<file path="config.mk">
export PLATFORM = sky130hd
export DESIGN_NAME = adc_cfg_port
export DESIGN_NICKNAME = d
export VERILOG_FILES = /design/src/rtl/adc_cfg_pkg.sv /design/src/rtl/adc_cfg_sync.sv /design/src/rtl/adc_cfg_frame.sv /design/src/rtl/adc_cfg_regs.sv /design/src/rtl/adc_cfg_sdo.sv /design/src/rtl/adc_cfg_port.sv
export SDC_FILE = /design/constraint.sdc
export NUM_CORES = 1
export LEC_CHECK = 0
export ABC_AREA = 1
export CORE_MARGIN = 2
export CORE_UTILIZATION = 50
export CTS_CLUSTER_DIAMETER = 50
export DETAILED_ROUTE_END_ITERATION = 10
export GPL_ROUTABILITY_DRIVEN = 0
export PLACE_DENSITY = 0.69
export SETUP_SLACK_MARGIN = 0.02
export SLEW_MARGIN = 0
export SYNTH_ARGS = -nofsm -noshare
export SYNTH_HDL_FRONTEND = slang
export SYNTH_SLANG_ARGS = --single-unit
export TNS_END_PERCENT = 5
</file>
<file path="constraint.sdc">
create_clock -name clk -period 1.8 [get_ports clk]
set_clock_uncertainty 0.15 [all_clocks]
set_input_delay 0.45 -clock clk [delete_from_list [all_inputs] [get_ports clk]]
set_output_delay 0.45 -clock clk [all_outputs]
set_load 0.02 [all_outputs]
</file>
<file path="src/rtl/adc_cfg_pkg.sv">
package adc_cfg_pkg;

   // Frame parser states
   typedef enum logic [1:0] {
      ST_HUNT = 2'd0,   // frame open, waiting for the header's leading zero
      ST_HDR  = 2'd1,   // collecting the rest of the header
      ST_DATA = 2'd2,   // data byte phase (write in, or read out)
      ST_SKIP = 2'd3    // frame finished or rejected, wait for frame end
   } frame_st_t;

endpackage

</file>
<file path="src/rtl/adc_cfg_sync.sv">
module adc_cfg_sync #(
   parameter int           STAGES = 2,
   parameter int           W      = 1,
   parameter logic [W-1:0] INIT   = '0
) (
   input  logic         clk,
   input  logic         rst_n,
   input  logic [W-1:0] d,
   output logic [W-1:0] q
);

   logic [STAGES-1:0][W-1:0] pipe;

   always_ff @(posedge clk or negedge rst_n) begin
      if (!rst_n) pipe <= {STAGES{INIT}};
      else        pipe <= {pipe[STAGES-2:0], d};
   end

   assign q = pipe[STAGES-1];

endmodule

</file>
<file path="src/rtl/adc_cfg_frame.sv">
module adc_cfg_frame
   import adc_cfg_pkg::*;
#(
   parameter int               HDR_W    = 8,
   parameter int               DATA_W   = 8,
   parameter int               CMD_W    = 6,
   parameter logic [CMD_W-1:0] CMD_CODE = 6'b010100
) (
   input  logic              clk,
   input  logic              rst_n,
   input  logic              frame_act,
   input  logic              sck_rise,
   input  logic              din,
   input  logic              chain_en,
   output frame_st_t         st,
   output logic              reading,
   output logic              wr_stb,
   output logic [DATA_W-1:0] wr_data,
   output logic              rd_accept,
   output logic              rd_done
);

   localparam int MAX_W = (HDR_W > DATA_W) ? HDR_W : DATA_W;
   localparam int CNT_W = $clog2(MAX_W) + 1;

   logic [HDR_W-3:0]  hsh;
   logic [HDR_W-2:0]  hnext;
   logic [DATA_W-1:0] dsh;
   logic [DATA_W-1:0] dnext;
   logic [CNT_W-1:0]  cnt;
   logic              is_rd;
   logic              hdr_ok;
   logic              hdr_rd;

   assign hnext  = {hsh, din};
   assign dnext  = {dsh[DATA_W-2:0], din};
   assign hdr_ok = (hnext[CMD_W-1:0] == CMD_CODE);
   assign hdr_rd = hnext[HDR_W-2];

   always_ff @(posedge clk or negedge rst_n) begin
      if (!rst_n) begin
         st        <= ST_HUNT;
         cnt       <= '0;
         hsh       <= '0;
         dsh       <= '0;
         is_rd     <= 1'b0;
         wr_stb    <= 1'b0;
         rd_accept <= 1'b0;
         rd_done   <= 1'b0;
      end else begin
         wr_stb    <= 1'b0;
         rd_accept <= 1'b0;
         rd_done   <= 1'b0;
         if (!frame_act) begin
            st    <= ST_HUNT;
            cnt   <= '0;
            is_rd <= 1'b0;
         end else if (sck_rise) begin
            case (st)
               ST_HUNT: begin
                  if (!din) begin
                     st  <= ST_HDR;
                     cnt <= CNT_W'(1);
                     hsh <= '0;
                  end
               end
               ST_HDR: begin
                  hsh <= hnext[HDR_W-3:0];
                  cnt <= cnt + 1'b1;
                  if (cnt == CNT_W'(HDR_W-1)) begin
                     cnt <= '0;
                     if (!hdr_ok || (hdr_rd && chain_en)) begin
                        st <= ST_SKIP;
                     end else begin
                        st        <= ST_DATA;
                        is_rd     <= hdr_rd;
                        rd_accept <= hdr_rd;
                     end
                  end
               end
               ST_DATA: begin
                  dsh <= dnext;
                  cnt <= cnt + 1'b1;
                  if (cnt == CNT_W'(DATA_W-1)) begin
                     st      <= ST_SKIP;
                     wr_stb  <= ~is_rd;
                     rd_done <= is_rd;
                  end
               end
               default: ;
            endcase
         end
      end
   end

   assign wr_data = dsh;
   assign reading = (st == ST_DATA) && is_rd;

endmodule

</file>
<file path="src/rtl/adc_cfg_regs.sv">
module adc_cfg_regs #(
   parameter int                DATA_W    = 8,
   parameter logic [DATA_W-1:0] RESET_VAL = 8'hE1,
   parameter logic [DATA_W-1:0] RSV_MASK  = 8'hE0,
   parameter int                FLAG_BIT  = 0
) (
   input  logic              clk,
   input  logic              rst_n,
   input  logic              wr_stb,
   input  logic [DATA_W-1:0] wr_data,
   input  logic              ovr,
   input  logic              rd_done,
   output logic [DATA_W-1:0] cfg_val
);

   generate
      for (genvar i = 0; i < DATA_W; i++) begin : g_bit
         if (i == FLAG_BIT) begin : g_flag
            logic flag_q;
            logic unused_wr_bit;
            assign unused_wr_bit = wr_data[i];
            always_ff @(posedge clk or negedge rst_n) begin
               if (!rst_n)       flag_q <= RESET_VAL[i];
               else if (ovr)     flag_q <= 1'b0;
               else if (rd_done) flag_q <= 1'b1;
            end
            assign cfg_val[i] = flag_q;
         end else if (RSV_MASK[i]) begin : g_rsv
            logic unused_wr_bit;
            assign unused_wr_bit = wr_data[i];
            assign cfg_val[i]    = 1'b1;
         end else begin : g_rw
            logic bit_q;
            always_ff @(posedge clk or negedge rst_n) begin
               if (!rst_n)      bit_q <= RESET_VAL[i];
               else if (wr_stb) bit_q <= wr_data[i];
            end
            assign cfg_val[i] = bit_q;
         end
      end
   endgenerate

endmodule

</file>
<file path="src/rtl/adc_cfg_sdo.sv">
module adc_cfg_sdo #(
   parameter int W = 8
) (
   input  logic         clk,
   input  logic         rst_n,
   input  logic         frame_act,
   input  logic         load,
   input  logic [W-1:0] load_val,
   input  logic         sck_fall,
   input  logic         reading,
   input  logic         chain_en,
   output logic         dout,
   output logic         dout_en
);

   logic [W-1:0] sh;
   logic         q;
   logic         drv;

   always_ff @(posedge clk or negedge rst_n) begin
      if (!rst_n) begin
         sh  <= '0;
         q   <= 1'b0;
         drv <= 1'b0;
      end else if (!frame_act) begin
         q   <= 1'b0;
         drv <= 1'b0;
      end else if (load) begin
         sh  <= load_val;
         drv <= 1'b0;
      end else if (!reading) begin
         drv <= 1'b0;
      end else if (sck_fall) begin
         q   <= sh[W-1];
         sh  <= {sh[W-2:0], 1'b0};
         drv <= 1'b1;
      end
   end

   // Between frames the pad is parked low in chained mode, released otherwise
   assign dout_en = frame_act ? drv : chain_en;
   assign dout    = frame_act ? q   : 1'b0;

endmodule

</file>
<file path="src/rtl/adc_cfg_port.sv">
module adc_cfg_port
   import adc_cfg_pkg::*;
#(
   parameter int                SYNC_STAGES = 2,
   parameter int                HDR_W       = 8,
   parameter int                DATA_W      = 8,
   parameter int                CMD_W       = 6,
   parameter logic [CMD_W-1:0]  CMD_CODE    = 6'b010100,
   parameter logic [DATA_W-1:0] RESET_VAL   = 8'hE1,
   parameter logic [DATA_W-1:0] RSV_MASK    = 8'hE0,
   parameter int                FLAG_BIT    = 0,
   parameter int                FIELD_STAT  = 4,
   parameter int                FIELD_SPAN  = 3,
   parameter int                FIELD_HIZ   = 2,
   parameter int                FIELD_TURBO = 1
) (
   input  logic clk,
   input  logic rst_n,
   input  logic spi_clk_i,
   input  logic frame_n_i,
   input  logic spi_din_i,
   input  logic chain_mode_i,
   input  logic overvolt_i,
   output logic spi_dout_o,
   output logic spi_dout_en_o,
   output logic status_en_o,
   output logic span_cmp_o,
   output logic hiz_mode_o,
   output logic turbo_o,
   output logic ovr_flag_n_o
);

   // Elaboration-time parameter checks
   if (SYNC_STAGES < 2) begin : g_bad_sync
      $error("SYNC_STAGES must be at least 2");
   end
   if (CMD_W != HDR_W - 2) begin : g_bad_hdr
      $error("CMD_W must equal HDR_W - 2");
   end
   if (DATA_W < 2) begin : g_bad_data
      $error("DATA_W must be at least 2");
   end
   if (FLAG_BIT < 0 || FLAG_BIT >= DATA_W || RSV_MASK[FLAG_BIT]) begin : g_bad_flag
      $error("FLAG_BIT out of range or overlapping a reserved bit");
   end
   if (!RESET_VAL[FLAG_BIT] || ((RESET_VAL & RSV_MASK) != RSV_MASK)) begin : g_bad_reset
      $error("reset value must hold the alarm and reserved bits at 1");
   end
   if (FIELD_STAT >= DATA_W || FIELD_SPAN >= DATA_W ||
       FIELD_HIZ >= DATA_W || FIELD_TURBO >= DATA_W) begin : g_bad_field
      $error("field position outside the register");
   end

   localparam logic [3:0] SYNC_INIT = 4'b0110;   // overvolt, din, frame_n, clk

   logic [3:0]        raw_s;
   logic              sck_s;
   logic              frame_n_s;
   logic              din_s;
   logic              ovr_s;
   logic              sck_d;
   logic              sck_rise;
   logic              sck_fall;
   logic              frame_act;
   frame_st_t         st;
   logic              reading;
   logic              wr_stb;
   logic [DATA_W-1:0] wr_data;
   logic              rd_accept;
   logic              rd_done;
   logic [DATA_W-1:0] cfg_val;

   adc_cfg_sync #(
      .STAGES (SYNC_STAGES),
      .W      (4),
      .INIT   (SYNC_INIT)
   ) u_sync (
      .clk   (clk),
      .rst_n (rst_n),
      .d     ({overvolt_i, spi_din_i, frame_n_i, spi_clk_i}),
      .q     (raw_s)
   );

   assign {ovr_s, din_s, frame_n_s, sck_s} = raw_s;

   always_ff @(posedge clk or negedge rst_n) begin
      if (!rst_n) sck_d <= 1'b0;
      else        sck_d <= sck_s;
   end

   assign sck_rise  =  sck_s & ~sck_d;
   assign sck_fall  = ~sck_s &  sck_d;
   assign frame_act = ~frame_n_s;

   adc_cfg_frame #(
      .HDR_W    (HDR_W),
      .DATA_W   (DATA_W),
      .CMD_W    (CMD_W),
      .CMD_CODE (CMD_CODE)
   ) u_frame (
      .clk       (clk),
      .rst_n     (rst_n),
      .frame_act (frame_act),
      .sck_rise  (sck_rise),
      .din       (din_s),
      .chain_en  (chain_mode_i),
      .st        (st),
      .reading   (reading),
      .wr_stb    (wr_stb),
      .wr_data   (wr_data),
      .rd_accept (rd_accept),
      .rd_done   (rd_done)
   );

   adc_cfg_regs #(
      .DATA_W    (DATA_W),
      .RESET_VAL (RESET_VAL),
      .RSV_MASK  (RSV_MASK),
      .FLAG_BIT  (FLAG_BIT)
   ) u_regs (
      .clk     (clk),
      .rst_n   (rst_n),
      .wr_stb  (wr_stb),
      .wr_data (wr_data),
      .ovr     (ovr_s),
      .rd_done (rd_done),
      .cfg_val (cfg_val)
   );

   adc_cfg_sdo #(
      .W (DATA_W)
   ) u_sdo (
      .clk       (clk),
      .rst_n     (rst_n),
      .frame_act (frame_act),
      .load      (rd_accept),
      .load_val  (cfg_val),
      .sck_fall  (sck_fall),
      .reading   (reading),
      .chain_en  (chain_mode_i),
      .dout      (spi_dout_o),
      .dout_en   (spi_dout_en_o)
   );

   assign status_en_o  = cfg_val[FIELD_STAT];
   assign span_cmp_o   = cfg_val[FIELD_SPAN];
   assign hiz_mode_o   = cfg_val[FIELD_HIZ];
   assign turbo_o      = cfg_val[FIELD_TURBO];
   assign ovr_flag_n_o = cfg_val[FLAG_BIT];

endmodule

</file>
### Word level (Yosys, flattened, before mapping)

Cells that the tools add are included.

| cells by class | value |
|---|---|
| $add $sub $neg | 1 |
| multiply operators | 0 |
| divide/modulo/power cells | 0 |
| magnitude comparators | 0 |
| equality and inequality tests | 11 |
| shifts and indexed selects | 0 |
| mux-type cells | 47 |
| bitwise operators | 6 |
| reduce and logical (&&, ||, !) cells | 22 |

Operators by type and width:

| operator | count |
|---|---|
| $mux W1 | 31 |
| $mux W8 | 3 |
| $reduce_bool A2 Y1 | 9 |
| $mux W4 | 4 |
| $pmux W4 S3 | 1 |
| $pmux W6 S2 | 1 |
| $reduce_and A3 Y1 | 4 |
| $mux W2 | 5 |
| $reduce_and A4 Y1 | 2 |
| $eq A6 B5 Y1 const B | 1 |
| $mux W6 | 1 |
| $ne A2 B2 Y1 const B | 3 |
| $ne A3 B2 Y1 const B | 2 |
| $pmux W2 S3 | 1 |
| $reduce_and A5 Y1 | 1 |
| $add A4 B1 Y4 const B | 1 |
| $eq A4 B3 Y1 const B | 1 |
| $ne A4 B3 Y1 const B | 1 |
| $not A1 Y1 | 4 |
| $reduce_bool A4 Y1 | 1 |
| $ne A3 B3 Y1 const B | 1 |
| $and A1 B1 Y1 | 2 |
| $eq A2 B1 Y1 const B | 1 |
| $eq A2 B2 Y1 const B | 1 |
| 4 further kinds | 5 |

| storage, ports and cells | value |
|---|---|
| register bits after elaboration | 45 |
| bits in latches | 0 |
| RAM bits | 0 |
| memory bits (read-only) | 0 |
| input bits | 7 |
| output and inout bits | 7 |
| logic and storage cells | 106 |
| memories kept | 0 |

### Depth between registers and ports, before layout

Gate-level depths: netlist of run 1.

| logic depth | value |
|---|---|
| depth after elaboration | 8 |
| depth in mapped cells | 11 |
| mapped depth without buffers | 10 |

### Modules after synthesis

Synthesis of run 1 repeated with hierarchy kept, for this count alone.

| second synthesis, totals | value |
|---|---|
| cell total of the unflattened synthesis | 267 |
| area, all modules | 2289.7 um2 |

Modules (own cells, without submodules):

| module | times used | cells an instance | area an instance (um2) | seq. area each (um2) |
|---|---|---|---|---|
| adc_cfg_frame | 1 | 150 | 1239.9 | 600.6 |
| adc_cfg_sdo | 1 | 70 | 524.3 | 250.2 |
| adc_cfg_regs | 1 | 29 | 246.5 | 126.4 |
| adc_cfg_sync | 1 | 12 | 235.2 | 205.2 |
| adc_cfg_port | 1 | 6 | 43.8 | 25.0 |

### Worst setup path after synthesis of run 1

OpenSTA, ideal clock, no wires.

| timing | value |
|---|---|
| path type | reg-to-output |
| start point | register u_sync.pipe, in the netlist u_sync.q[1] |
| end point | output spi_dout_en_o |
| arrival | 1015 ps |
| data required time | 1200 ps |
| setup slack | 185 ps |
| cell stages (with the launch flop) | 6 |
| buffers on the path | 2 |
| path through | dfstp_2 buf_6 inv_1 buf_4 nand2_1 nand2_1 |

| between the ends | value |
|---|---|
| cells in the longest elaborated chain, start to end | 1 |

Ends and longest elaborated chain:

| what | RTL line | source |
|---|---|---|
| from (decl) | adc_cfg_sync.sv:12 | `logic [STAGES-1:0][W-1:0] pipe;` |
| from (signal assigned) | adc_cfg_sync.sv:15 | `if (!rst_n) pipe <= {STAGES{INIT}};` |
| from (signal assigned) | adc_cfg_sync.sv:16 | `else pipe <= {pipe[STAGES-2:0], d};` |
| $mux W1 | adc_cfg_sdo.sv:41 | `assign dout_en = frame_act ? drv : chain_en;` |
| to (decl) | adc_cfg_port.sv:25 | `output logic spi_dout_en_o,` |

Every way passes these cells.

### Worst setup path after layout of run 1

Ends and elaborated chain as after synthesis.

==> qor.csv, run 1 <==
stage;metric;value;unit
outcome;outcome;completed;
yosys;synth_top_family_by_area;simple AND/OR/NAND/NOR gates;
grt;grt-ovfl-total;0;
yosys;ys_seq_elements;45;
sta;fmaxAchievable;0.572;GHz
grt;grt_pass1_vias;1441;
die;rows;23;
sta;worstMarginPinSlew;0.449;ns
power;vdd_drop_max;0.787;mV
hold_path;hold_path_end;u_sync.q[3];
yosys;yosysUniqueCellTypes;28;
cells_and_area;final_common_cell;nand2_1;
die;start_util;51.7;%
cts;cts-htree-levels;2;
critical_path;regToRegStartpoint;u_frame.st[0];
placed_design;dp.cells;297;
placed_design;dp_hpwl;2680;um
cts;clock_path_buffers;2;
sta;period_needed;1.75;ns
sta;drv_slew;0;
yosys;synth_nets;243;
critical_path;path_common_cell;nand2_1;
cells_and_area;finalNonFillerCells;307;
die;die_h;68.1;um
die;ios;14;
sta;hold_violations;0;
yosys;synthCells;232;
grt;grt_pass1_wl;6330;um
critical_path;start_kind;flop;
critical_path;slowest_delay;0.57;ns
grt;grtUsageTotal;18.7;%
hold_path;min_path_type;flop to flop;
yosys;synth_seq_area_share;55.2;%
yosys;synth_compound_area_share;7.32;%
critical_path;end_kind;output port;
power;swShare;29.0;%
die;die_area;4630;um^2
yosys;synth.area.mux_share;0.549;%
yosys;synth-edff-count;0;
hold_path;hold_depth;0;
route;vias_per_cell;4.85;
run;maxCapViolations;0;
cts;clkTransAtPathRegs;0.09;ns
route;drc;0;
cts;cts_buffers;5;
route;first_iter_violations;90;
sta;setup_viol;0;
hold_path;hp-start;u_sync.pipe[3];
yosys;syn_area;2050;um^2
cells_and_area;layout_common_cells;nand2_1, dfrtp_1, nor2_1;
critical_path;ff2ff_setup_slack;0.17;ns
yosys;synth-xor-area-share;0.427;%
cts;cts_tree;built;
critical_path;crit_required;1.20;ns
route;vias;1488;
yosys;yosys_warnings;0;
critical_path;reg2regPathDepth;8;
grt;antenna_found_initial;0;
power;clockPowerShare;32.7;%
yosys;yosys.area_share.simple;27.1;%
critical_path;worst_path_max_delay_cell;dfstp_2;
power;comb_power_share;21.2;%
route;wl_per_cell;12.0;um
power;cellPowerDensity;1020;nW/um^2
critical_path;r2r_end;u_frame.cnt[0];
route;firstDrtPassIters;4;
placed_design;port_buffers;13;
yosys;synthFlopType;dfrtp_1;
grt;grt_max_degree;19;
yosys;async_reset_ff_share;100;%
cells_and_area;layout-drive-gt1-share;16.3;%
power;leakage;1.15;nW
critical_path;cp.arrival;1.15;ns
power;power.internal;0.00172;W
critical_path;crit_chain;inv_2 > nand2_1 > nand2_1 > buf_6;
cts;worstSkewPairLatency;0.30;ns
cells_and_area;diodes;0;
cells_and_area;nNetsFinal;267;
route;drt_wl_total;3700;um
sta;fin_crit_sh;97.1;%
cells_and_area;final_util;59.9;%
yosys;synth_area_per_cell;8.84;um^2
cts;cts_root_buffer;clkbuf_8;
critical_path;path_class;flop to output port;
route;drtAntennaViolNets;0;
die;die_w;68.1;um
yosys;synth-adder-area-share;2.44;%
power;p_seq_share;46.1;%
sta;fin_setup_tns;0;ns
cells_and_area;area_growth;16.0;%
sta;rsz0062_at_grt;yes;
critical_path;cp_max_fo;4;
die;core_area;3970;um^2
sta;relSlewSlack;70.1;%
power;p_switching;0.000705;W
cts;cts_sinks;45;
==> what timing repair did <==
item	CTS	global route
setup buffers	0	1
pin swaps	0	1
setup endpoints to repair	7	4
hold endpoints to repair	14	0
gates resized for setup	17	4
hold buffers	1	0
==> synthesized netlist by cell type, types with 2 or more instances <==
master   number  area, um^2
nand2_4       2        22.5
ha_1          4        50.1
nor3_1        3        15.0
dfstp_2       5         131
nand2_2       3        18.8
nand2_1      65         244
buf_4         2        15.0
o21ai_0      11        55.1
buf_6         3        33.8
inv_1        19        71.3
nor2_4        2        22.5
nor2_1       29         109
dfrtp_1      40        1000
a21oi_1       7        35.0
nand3_2       2        20.0
o21ai_1       6        30.0
nand3_1      17        85.1
o31ai_1       2        15.0
==> layer usage <==
layer / track usage (%) / routed length, um / up-vias
li1: - / - / 778
met3: 4.93 / 108 / 5
met2: 31.2 / 1760 / 18
met5: 0 / 0 / -
met1: 23.5 / 1780 / 687
met4: 6.25 / 52 / 0
==> critical path, delay by kind of cell (launching register included) <==
kind / cells / cell delay (ns)
flops: 1 / 0.57
buf+inv: 2 / 0.17
simple gates: 2 / 0.11
==> kinds of logic (layout without fill, tap and decap cells) <==
group / after synthesis / after routing
xor+xnor: 1 / 1
mux: 1 / 1
flops: 45 / 45
compound gates: 28 / 28
simple gates: 126 / 126
buf+inv: 27 / 52
fa+ha+maj: 4 / 4
==> flip-flops by register name (all words and copies together) (netlist names), 2 cells and up <==
register	count
u_sdo.sh	8
u_frame.hsh	6
u_frame.wr_data	5
u_frame.cnt	4
u_regs.g_bit.g_rw.bit_q	4
u_sync.pipe	4
u_sync.q	4
u_frame.st	2
==> metrics by stage <==
stage | hold slack, ns | setup WS (ns) | total power, W | instance area [um^2]
detailed placement | 0.186 | -0.477 | 0.00164 | 2250
global placement | 0.182 | -0.475 | 0.00163 | 2250
global route | 0.213 | -0.0108 | 0.00257 | 2380
finish | 0.204 | 0.0524 | 0.00243 | 2380
floorplan | 0.00441 | 0.185 | 0.00151 | 2050
CTS | 0.205 | 0.0267 | 0.00244 | 2370
==> power groups by stage <==
stage | clock network (W) | registers [W] | logic, W
2_1_floorplan | 0 | 0.00112 | 0.000383
3_3_place_gp | 0 | 0.00113 | 0.000500
3_5_place_dp | 0 | 0.00114 | 0.000505
4_1_cts | 0.000814 | 0.00112 | 0.000508
5_1_grt | 0.000857 | 0.00113 | 0.000581
6_report | 0.000794 | 0.00112 | 0.000514
==> how the worst max path moves through the flow <==
stage	to	cells past startpoint	start
global route	spi_dout_en_o	4	u_sync.q[1]
detailed placement	spi_dout_en_o	4	chain_mode_i
floorplan	spi_dout_en_o	5	u_sync.q[1]
finish	spi_dout_en_o	4	u_sync.q[1]
global placement	spi_dout_en_o	4	chain_mode_i
CTS	spi_dout_en_o	4	u_sync.q[1]
==> layout make-up <==
class,count,area [um^2]
Sequential cell,45,1130
Inverter,20,75.1
Clock inverter,2,37.5
Timing Repair Buffer,24,208
Clock buffer,6,82.6
Fill cell,351,1590
Multi-Input combinational cell,160,782
Tap cell,50,62.6
No activity file was read; power rests on OpenSTA's default activity.
==> inputs of run 2 (changes only) <==
--- a/config.mk
+++ b/config.mk
@@ -13,8 +13,10 @@
 export GPL_ROUTABILITY_DRIVEN = 0
 export PLACE_DENSITY = 0.69
 export SETUP_SLACK_MARGIN = 0.02
+export SKIP_CTS_REPAIR_TIMING = 1
 export SLEW_MARGIN = 0
 export SYNTH_ARGS = -nofsm -noshare
 export SYNTH_HDL_FRONTEND = slang
+export SYNTH_HIERARCHICAL = 1
 export SYNTH_SLANG_ARGS = --single-unit
 export TNS_END_PERCENT = 5
==> run 2 against run 1 <==
  * The flow now finishes with violations (setup timing)
  * Utilization shrank 2.6 points
  * Clock power shrank 5.3%
  * Via count grew 2.6%
  * Setup slack lost 0.14 ns
  * Final area grew 2.7%
  * Synthesized cell count grew 11%
  * Combinational power shrank 13%
  * Count of clock-buffer cells in the layout is the same
  * Largest cell class unchanged
  * Sequential cell count is the same
  * Die area grew 5.8%
  * Routed wire length shrank 4.5%
  * Non-clock buffer count shrank 4
==> qor.csv, run 2 <==
stage;metric;value;unit
route;drc;0;
sta;drv_slew;0;
grt;antenna_found_initial;0;
critical_path;cp-endpoint;spi_dout_en_o;
critical_path;regToRegStartpoint;u_sync/q[1];
cells_and_area;final_area;2440;um^2
cts;cts_sinks;45;
route;vias_per_cell;4.71;
die;core_area;4260;um^2
cells_and_area;layout-drive-gt1-share;13.2;%
route;drtAntennaViolNets;0;
sta;rsz0062_at_grt;yes;
grt;grt_pass1_vias;1506;
power;vdd_drop_max;0.409;mV
power;leakage;1.37;nW
grt;grt-ovfl-total;0;
critical_path;path_class;primary input to output port;
yosys;synthCells;258;
critical_path;crit_required;1.20;ns
grt;grt_max_degree;46;
cts;cts_root_buffer;clkbuf_8;
cts;worstSkewPairLatency;0.30;ns
placed_design;place_ws;-0.476;ns
cells_and_area;regMostFlops;u_sdo/sh;
die;start_util;51.1;%
run;maxCapViolations;0;
cells_and_area;nNetsFinal;282;
die;die_h;70.0;um
yosys;syn_area;2180;um^2
grt;grt_pass1_wl;6470;um
placed_design;port_buffers;13;
sta;fmaxAchievable;0.530;GHz
cts;clkTransAtPathRegs;0.09;ns
sta;fin_crit_sh;105;%
route;drt_wl_total;3530;um
critical_path;ff2ff_setup_slack;0.10;ns
critical_path;cp.arrival;1.29;ns
critical_path;reg2regPathDepth;7;
cts;cts_buffers;5;
cells_and_area;area_growth;12.2;%
power;cellPowerDensity;947;nW/um^2
sta;setup_ws;-0.0868;ns
cts;clock_path_buffers;2;
critical_path;end_kind;output port;
sta;setup_viol;2;
hold_path;min_path_type;flop to flop;
cells_and_area;largest_register_ffs;8;
cells_and_area;final_common_cell;nand2_1;
critical_path;cp_max_fo;2;
route;first_iter_violations;69;
sta;hold_ws;0.202;ns
sta;hold_violations;0;
yosys;yosys_warnings;6;
route;wl_per_cell;10.9;um
critical_path;crit_start;chain_mode_i;
cts;cts-htree-levels;2;
yosys;synth_area_per_cell;8.44;um^2
die;die_w;70.0;um
grt;grtUsageTotal;16.5;%
cells_and_area;diodes;0;
placed_design;placed_area;2310;um^2
sta;period_needed;1.89;ns
route;vias;1527;
cells_and_area;layout_common_cells;nand2_1, dfrtp_1, inv_1;
critical_path;start_kind;primary input;
cts;cts_tree;built;
outcome;outcome;finished with violations;
cells_and_area;final_util;57.3;%
outcome;violations;setup timing;
placed_design;dp_hpwl;2540;um
die;die_area;4900;um^2
die;rows;24;
die;ios;14;
route;firstDrtPassIters;4;
critical_path;r2r_end;u_frame/wr_data[2];
==> run 2: cell types whose count changed in the layout (fill, tap and decap cells not counted), moves of 4 or more <==
cell,before,now
nand2_1,65,83
inv_1,18,33
nor2_1,29,17
a21oi_1,7,2
buf_4,9,4
dlygate4sd2_1,5,0
dlymetal6s2s_1,0,5
nand3_1,17,21
==> run 2: power by group <==
part	internal, W	switching, W
sequential	0.00107	0.0000418
combinational	0.000162	0.000285
clock	0.000417	0.000336
==> run 2: worst min path at each step <==
stage / startpoint / depth (start not counted) / endpoint
after floorplan: rst_n / 0 / sck_d
after CTS: rst_n / 2 / u_sdo/sh[6]
after global placement: u_sync/pipe[0] / 0 / u_sync/q[0]
after global routing: u_sync/pipe[1] / 0 / u_sync/q[1]
after detailed placement: u_sync/pipe[0] / 0 / u_sync/q[0]
final: u_sync/q[3] / 1 / u_regs/g_bit[0].g_flag.flag_q
==> run 2: final cells by class <==
type	count	area, um^2
clock buffer	6	72.6
timing repair buffer	20	199
clock inverter	2	38.8
fill	404	1820
inverter	36	136
sequential	45	1130
multi-input combinational	163	800
tap	52	65.1
==> run 2: metrics by stage <==
stage               TNS [ns]  cells  total power (W)
floorplan                  0    260          0.00145
global route          -0.242    324          0.00246
CTS                    -1.57    323          0.00234
detailed placement    -0.553    315          0.00157
finish                -0.106    324          0.00231
global placement      -0.512    315          0.00155
==> run 2: worst max-delay path, cell delays in order <==
cell	delay, ns
clkdlybuf4s50_1	0.42
mux2_2	0.26
clkbuf_2	0.15
==> run 2: metal layers <==
| layer | up-vias | GRT usage (%) | wire length (um) |
|---|---|---|---|
| li1 | 800 | - | - |
| met4 | 0 | 7.48 | 68 |
| met1 | 697 | 20.6 | 1710 |
| met2 | 24 | 26.9 | 1640 |
| met5 | - | 0 | 0 |
| met3 | 6 | 4.47 | 115 |
